File: src/rtl/txg_pkg.sv
// Shared types for the transmit session guard.
// Assumes nothing beyond IEEE 1800-2017 enum support.
package txg_pkg;

    // Limit selection code as driven on tmo_sel.
    typedef enum logic [1:0] {
        LIM_NONE  = 2'b00,
        LIM_SHORT = 2'b01,
        LIM_LONG  = 2'b10,
        LIM_LONG2 = 2'b11
    } lim_sel_e;

    // Controller state.
    typedef enum logic [1:0] {
        ST_RECV = 2'b00,
        ST_SEND = 2'b01,
        ST_HOLD = 2'b10
    } guard_state_e;

endpackage

File: src/rtl/txg_span_timer.sv
// Cycle counter that runs while 'run' is high and clears while it is low.
// 'done' is high in the cycle the count reaches span-1. While run stays
// high, the count saturates there, so 'done' stays asserted.
// Assumes span >= 1 and that span is stable while run is high.
module txg_span_timer #(
    parameter int unsigned CW = 8
) (
    input  logic          clk,
    input  logic          rst_n,
    input  logic          run,
    input  logic [CW-1:0] span,
    output logic          done
);

    logic [CW-1:0] cnt_q;
    logic [CW-1:0] last_c;

    assign last_c = span - CW'(1);

    // Count up while running, hold at the last value, clear when stopped.
    always_ff @(posedge clk) begin
        if (!rst_n) begin
            cnt_q <= '0;
        end else if (!run) begin
            cnt_q <= '0;
        end else if (cnt_q != last_c) begin
            cnt_q <= cnt_q + CW'(1);
        end
    end

    assign done = run && (cnt_q == last_c);

endmodule

File: src/rtl/txg_limit_latch.sv
// Captures the limit selection when a session opens. It converts the
// selection into a cycle span and an 'armed' bit (0 when there is no limit).
// Assumes capture is a single-cycle pulse at the start of a session.
module txg_limit_latch
    import txg_pkg::*;
#(
    parameter int unsigned CW        = 8,
    parameter int unsigned SHORT_CYC = 10,
    parameter int unsigned LONG_CYC  = 30
) (
    input  logic          clk,
    input  logic          rst_n,
    input  logic          capture,
    input  logic [1:0]    sel,
    output logic [CW-1:0] span,
    output logic          armed
);

    lim_sel_e      sel_c;
    logic [CW-1:0] span_c;
    logic          arm_c;

    assign sel_c = lim_sel_e'(sel);

    // Decode the selection into a span and an armed bit.
    always_comb begin
        unique case (sel_c)
            LIM_NONE:  begin span_c = CW'(LONG_CYC);  arm_c = 1'b0; end
            LIM_SHORT: begin span_c = CW'(SHORT_CYC); arm_c = 1'b1; end
            default:   begin span_c = CW'(LONG_CYC);  arm_c = 1'b1; end
        endcase
    end

    // Hold the decoded limit for the whole session.
    always_ff @(posedge clk) begin
        if (!rst_n) begin
            span  <= CW'(LONG_CYC);
            armed <= 1'b0;
        end else if (capture) begin
            span  <= span_c;
            armed <= arm_c;
        end
    end

endmodule

File: src/rtl/txg_ctrl_fsm.sv
// Three-state session controller: receive, send, hold-off.
// Both outputs are decoded from the state register, so neither glitches.
// In the send state, a sampled mode_rx = 1 takes priority over expiry.
module txg_ctrl_fsm
    import txg_pkg::*;
(
    input  logic         clk,
    input  logic         rst_n,
    input  logic         mode_rx,
    input  logic         sess_done,
    input  logic         armed,
    input  logic         off_done,
    input  logic         rel_done,
    output guard_state_e state,
    output logic         tx_enable,
    output logic         tmo_flag
);

    guard_state_e nxt_c;

    // Next-state decision.
    always_comb begin
        nxt_c = state;
        unique case (state)
            ST_RECV: if (!mode_rx) nxt_c = ST_SEND;
            ST_SEND: begin
                if (mode_rx)                 nxt_c = ST_RECV;
                else if (armed && sess_done) nxt_c = ST_HOLD;
            end
            ST_HOLD: if (off_done && rel_done) nxt_c = ST_RECV;
            default: nxt_c = ST_RECV;
        endcase
    end

    // State register.
    always_ff @(posedge clk) begin
        if (!rst_n) state <= ST_RECV;
        else        state <= nxt_c;
    end

    assign tx_enable = (state == ST_SEND);
    assign tmo_flag  = (state == ST_HOLD);

endmodule

File: src/rtl/tx_session_guard.sv
// Transmit session guard. It limits transmit sessions to a selectable
// length, then enforces an off time and a release delay on the mode input.
// Assumes mode_rx and tmo_sel are synchronous to clk. Durations are in
// microseconds and are scaled by CLK_MHZ into cycle counts.
module tx_session_guard
    import txg_pkg::*;
#(
    parameter int unsigned CLK_MHZ  = 16,
    parameter int unsigned SHORT_US = 1_000_000,
    parameter int unsigned LONG_US  = 3_000_000,
    parameter int unsigned OFF_US   = 125_000,
    parameter int unsigned REL_US   = 20
) (
    input  logic       clk,
    input  logic       rst_n,
    input  logic       mode_rx,
    input  logic [1:0] tmo_sel,
    output logic       tx_enable,
    output logic       tmo_flag
);

    localparam int unsigned SHORT_CYC = CLK_MHZ * SHORT_US;
    localparam int unsigned LONG_CYC  = CLK_MHZ * LONG_US;
    localparam int unsigned OFF_CYC   = CLK_MHZ * OFF_US;
    localparam int unsigned REL_CYC   = CLK_MHZ * REL_US;
    localparam int unsigned MAX_A     = (SHORT_CYC > LONG_CYC) ? SHORT_CYC : LONG_CYC;
    localparam int unsigned MAX_B     = (OFF_CYC > REL_CYC) ? OFF_CYC : REL_CYC;
    localparam int unsigned MAX_CYC   = (MAX_A > MAX_B) ? MAX_A : MAX_B;
    localparam int unsigned CW        = $clog2(MAX_CYC + 1);

    guard_state_e  state;
    logic          capture;
    logic [CW-1:0] sess_span;
    logic          armed;
    logic          sess_done;
    logic          off_done;
    logic          rel_done;
    logic          sess_run;
    logic          off_run;
    logic          rel_run;

    // A session opens on the edge where the idle state sees mode_rx low.
    assign capture  = (state == ST_RECV) && !mode_rx;
    assign sess_run = (state == ST_SEND);
    assign off_run  = (state == ST_HOLD);
    assign rel_run  = (state == ST_HOLD) && mode_rx;

    txg_limit_latch #(
        .CW       (CW),
        .SHORT_CYC(SHORT_CYC),
        .LONG_CYC (LONG_CYC)
    ) u_limit (
        .clk    (clk),
        .rst_n  (rst_n),
        .capture(capture),
        .sel    (tmo_sel),
        .span   (sess_span),
        .armed  (armed)
    );

    txg_span_timer #(.CW(CW)) u_sess_tmr (
        .clk  (clk),
        .rst_n(rst_n),
        .run  (sess_run),
        .span (sess_span),
        .done (sess_done)
    );

    txg_span_timer #(.CW(CW)) u_off_tmr (
        .clk  (clk),
        .rst_n(rst_n),
        .run  (off_run),
        .span (CW'(OFF_CYC)),
        .done (off_done)
    );

    txg_span_timer #(.CW(CW)) u_rel_tmr (
        .clk  (clk),
        .rst_n(rst_n),
        .run  (rel_run),
        .span (CW'(REL_CYC)),
        .done (rel_done)
    );

    txg_ctrl_fsm u_fsm (
        .clk      (clk),
        .rst_n    (rst_n),
        .mode_rx  (mode_rx),
        .sess_done(sess_done),
        .armed    (armed),
        .off_done (off_done),
        .rel_done (rel_done),
        .state    (state),
        .tx_enable(tx_enable),
        .tmo_flag (tmo_flag)
    );

endmodule

File: config.mk
export PLATFORM = sky130hd
export DESIGN_NAME = tx_session_guard
export DESIGN_NICKNAME = d
export VERILOG_FILES = /design/src/rtl/txg_pkg.sv /design/src/rtl/txg_span_timer.sv /design/src/rtl/txg_limit_latch.sv /design/src/rtl/txg_ctrl_fsm.sv /design/src/rtl/tx_session_guard.sv
export SDC_FILE = /design/constraint.sdc
export NUM_CORES = 1
export LEC_CHECK = 0
export ABC_AREA = 1
export BUFFER_PORTS_ARGS = -buffer_cell sky130_fd_sc_hd__buf_2
export CORE_MARGIN = 3
export CORE_UTILIZATION = 48
export CTS_BUF_LIST = sky130_fd_sc_hd__clkbuf_4 sky130_fd_sc_hd__clkbuf_8
export DETAILED_ROUTE_END_ITERATION = 7
export SLEW_MARGIN = 15
export SYNTH_ARGS = -nofsm -noshare
export SYNTH_HDL_FRONTEND = slang
export SYNTH_HIERARCHICAL = 1
export SYNTH_SLANG_ARGS = --single-unit
File: constraint.sdc
create_clock -name clk -period 3.1 [get_ports clk]
set_input_delay 0.155 -clock clk [delete_from_list [all_inputs] [get_ports clk]]
set_output_delay 0.155 -clock clk [all_outputs]
set_load 0.005 [all_outputs]
==> flow_summary.json <==
{
  "outcome": "finished clean",
  "synth-xor-area-share_pct": 10.80,
  "area_delta_synth_final_pct": 9.675,
  "synth_seq_cells": 83,
  "antennaDiodeCount": 0,
  "synth-warning-count": 6,
  "max-vdd-ir-drop_uv": 218.1,
  "fin_tns_setup_ns": 0,
  "setup.worst_path.class": "flop to flop",
  "critical_path.most_common_cell": "nand2_1",
  "synth-edff-count": 0,
  "p_per_area_nw_per_um2": 226.1,
  "synth.area.mux_share_pct": 0,
  "fin_nets": 1761,
  "crit_slowest_cell": "dfxtp_1",
  "required_ns": 3.35,
  "critPathMaxStageDelay_ns": 0.53,
  "multi_input_area_sq_um": 6934,
  "first_pass_iters": 5,
  "dieArea_sq_um": 20740,
  "initial_core_util_pct": 49.88,
  "core_area_sq_um": 18330,
  "drv_cap": 0,
  "cts_root_buf": "clkbuf_8",
  "synth_area_sq_um": 9144,
  "max_freq_mhz": 414.7,
  "critical_path_buf_inv_count": 0,
  "synth-seq-area-share_pct": 18.17,
  "endpoint_kind": "flop",
  "period_minus_slack_ns": 2.412,
  "p_leak_nw": 4.431,
  "clock_path_buffers": 2,
  "synth_simple_gate_area_share_pct": 50.63,
  "grt_overflow": 0,
  "cts_made_buffers": 9,
  "drt-initial-drc-count": 447,
  "slew_headroom_pct": 61.17,
  "wirelength_um": 24700,
  "setup_viol": 0,
  "die_width_um": 144.0,
  "row_count": 49,
  "nFillCells": 1963,
  "finalMaxSlewViolations": 0,
  "clk_latency_ns": 0.38,
  "yosysUniqueCellTypes": 35,
  "synth.avg_cell_area_sq_um": 5.711,
  "antenna_found_initial": 0,
  "vias": 9606,
  "grt_util_all_layers_pct": 24.48,
  "numPortBuffers": 6,
  "ios": 7,
  "gp_congestion": 0.9312,
  "dieHeight_um": 144.0,
  "crit_fanout": 12,
  "dpl.hpwl_um": 20180,
  "htreeDepth": 3,
  "startpoint": "u_sess_tmr/cnt_q[13]",
  "avgViaCountPerCell": 4.842,
  "tightest_slew_ns": 0.5818,
  "hold_path.class": "input pin to flop",
  "fin_crit_sh_pct": 77.79,
  "clock-sinks": 83,
  "ys_async_sr_fraction_pct": 0,
  "wl_per_cell_um": 12.45,
  "crit_chain": "xor2_1, o21bai_1, nand2_1, nand2_1, nor2_1, nand2_1, nor2_2, nand3_1, nand2_1, a21oi_1",
  "min-delay-start": "tmo_sel[1]",
  "reg2reg_from": "u_sess_tmr/cnt_q[13]",
  "cts_tree": "done",
  "postRouteAntennaNets": 0,
  "seqCellArea_sq_um": 1662,
  "cp-start-kind": "flop",
  "cp_data_arrival_time_ns": 2.66,
  "synth_flop_cell": "dfxtp_1",
  "final_core_util_pct": 54.71,
  "cts_resized": 0,
  "syn_inst": 1601,
  "synth_compound_area_share_pct": 6.076,
  "skew_ns": 0.01626,
  "route.detailed.drc": 0,
  "grt_pass1_wl_um": 41070,
  "postCtsHoldBufs": 0,
  "cts_setup_buffers": 0,
  "layout-drive-gt1-share_pct": 5.812,
  "rsz0062_at_grt": "no",
  "grt_pass1_vias": 8581,
  "synth_top_family_by_area": "simple AND/OR/NAND/NOR gates",
  "synth_fa_ha_area_share_pct": 0.8210,
  "mostFrequentLayoutCell": "nand2_1",
  "hold_viol_final": 0,
  "clk_pin_slew_ns": 0.11,
  "grt_max_degree": 31,
  "final_cell_mix": "nand2_1, nor2_1, inv_1",
  "cp_top_family": "simple AND/OR/NAND/NOR gates"
}
[cell usage after synthesis (7+ instances only)]
master / instances / area (sq um)
a21oi_1: 76 / 380.4
nor4_1: 9 / 56.30
nand3b_1: 15 / 112.6
nor3_2: 7 / 70.07
inv_1: 212 / 795.8
o21ai_1: 12 / 60.06
xor2_1: 66 / 578.1
nor2_2: 26 / 162.7
xnor2_1: 39 / 341.6
nand3_1: 119 / 595.6
dfxtp_1: 83 / 1662
clkbuf_1: 9 / 33.78
buf_2: 15 / 75.07
buf_4: 30 / 225.2
nand2_1: 450 / 1689
nor2_1: 245 / 919.6
nor3_1: 33 / 165.2
nand4_1: 79 / 494.2
o21ai_0: 7 / 35.03
[flip-flops by register name (all words and copies together) (netlist names)]
name	cells
u_off_tmr/cnt_q	26
u_fsm/state	2
u_limit/armed	1
u_limit/span	2
u_sess_tmr/cnt_q	26
u_rel_tmr/cnt_q	26
[final timing paths]
check                               to  slack, ns  cells past startpoint
setup / recovery  u_sess_tmr/cnt_q[24]       0.69                     10
hold / removal           u_limit/armed       0.05                      3
setup reg to reg  u_sess_tmr/cnt_q[24]       0.69                     10
hold reg to reg    u_sess_tmr/cnt_q[3]       0.52                      2
[metal layers]
layer / wire (um) / up-vias / track usage, %
li1: - / 5177 / -
met1: 11900 / 4190 / 33.02
met2: 11140 / 201 / 41.11
met3: 989 / 38 / 2.348
met4: 665 / 0 / 8.176
met5: 0 / - / 0
[per-stage QoR]
stage / instance area (sq um) / hold slack [ns] / setup WS, ns / cells / power [mW]
finish: 10030 / 0.04823 / 0.6884 / 1984 / 2.267
global route: 10030 / 0.06375 / 0.4048 / 1984 / 2.397
CTS: 10030 / 0.03802 / 0.7275 / 1984 / 2.274
detailed placement: 9828 / 0.4192 / 0.7705 / 1968 / 1.452
global placement: 9828 / 0.4195 / 0.7638 / 1968 / 1.450
floorplan: 9816 / 0.2391 / 1.291 / 1780 / 1.427
[cells by family (layout without fill, tap and decap cells)]
logic type | after synthesis | in the layout
AO/OA/AOI/OAI | 106 | 106
other | 4 | 183
buffers and inverters | 278 | 253
AND/OR/NAND/NOR | 1016 | 1016
flip-flops | 83 | 83
adder cells (fa/ha/maj) | 6 | 6
XOR/XNOR | 108 | 108
[worst reg2reg max path, delay by kind of cell, from the launching register on]
family,cells,cell delay [ns]
compound gates,2,0.27
xor+xnor,1,0.15
flops,1,0.53
simple gates,7,1.33
[final cells by class]
type                    instances  area share [%]
repair buffers                 19           1.273
clock buffers                   9           1.235
well taps                     229           2.857
inverters                     218           8.160
multi-input cells            1419           69.15
clock inverters                 7          0.7611
flip-flops and latches         83           16.57
[power breakdown]
part           total (mW)  switching, mW  internal, mW
sequential           1.07        0.00334          1.07
combinational       0.382          0.256         0.126
clock               0.812          0.490         0.322
Power figures use the tool's default switching activity.
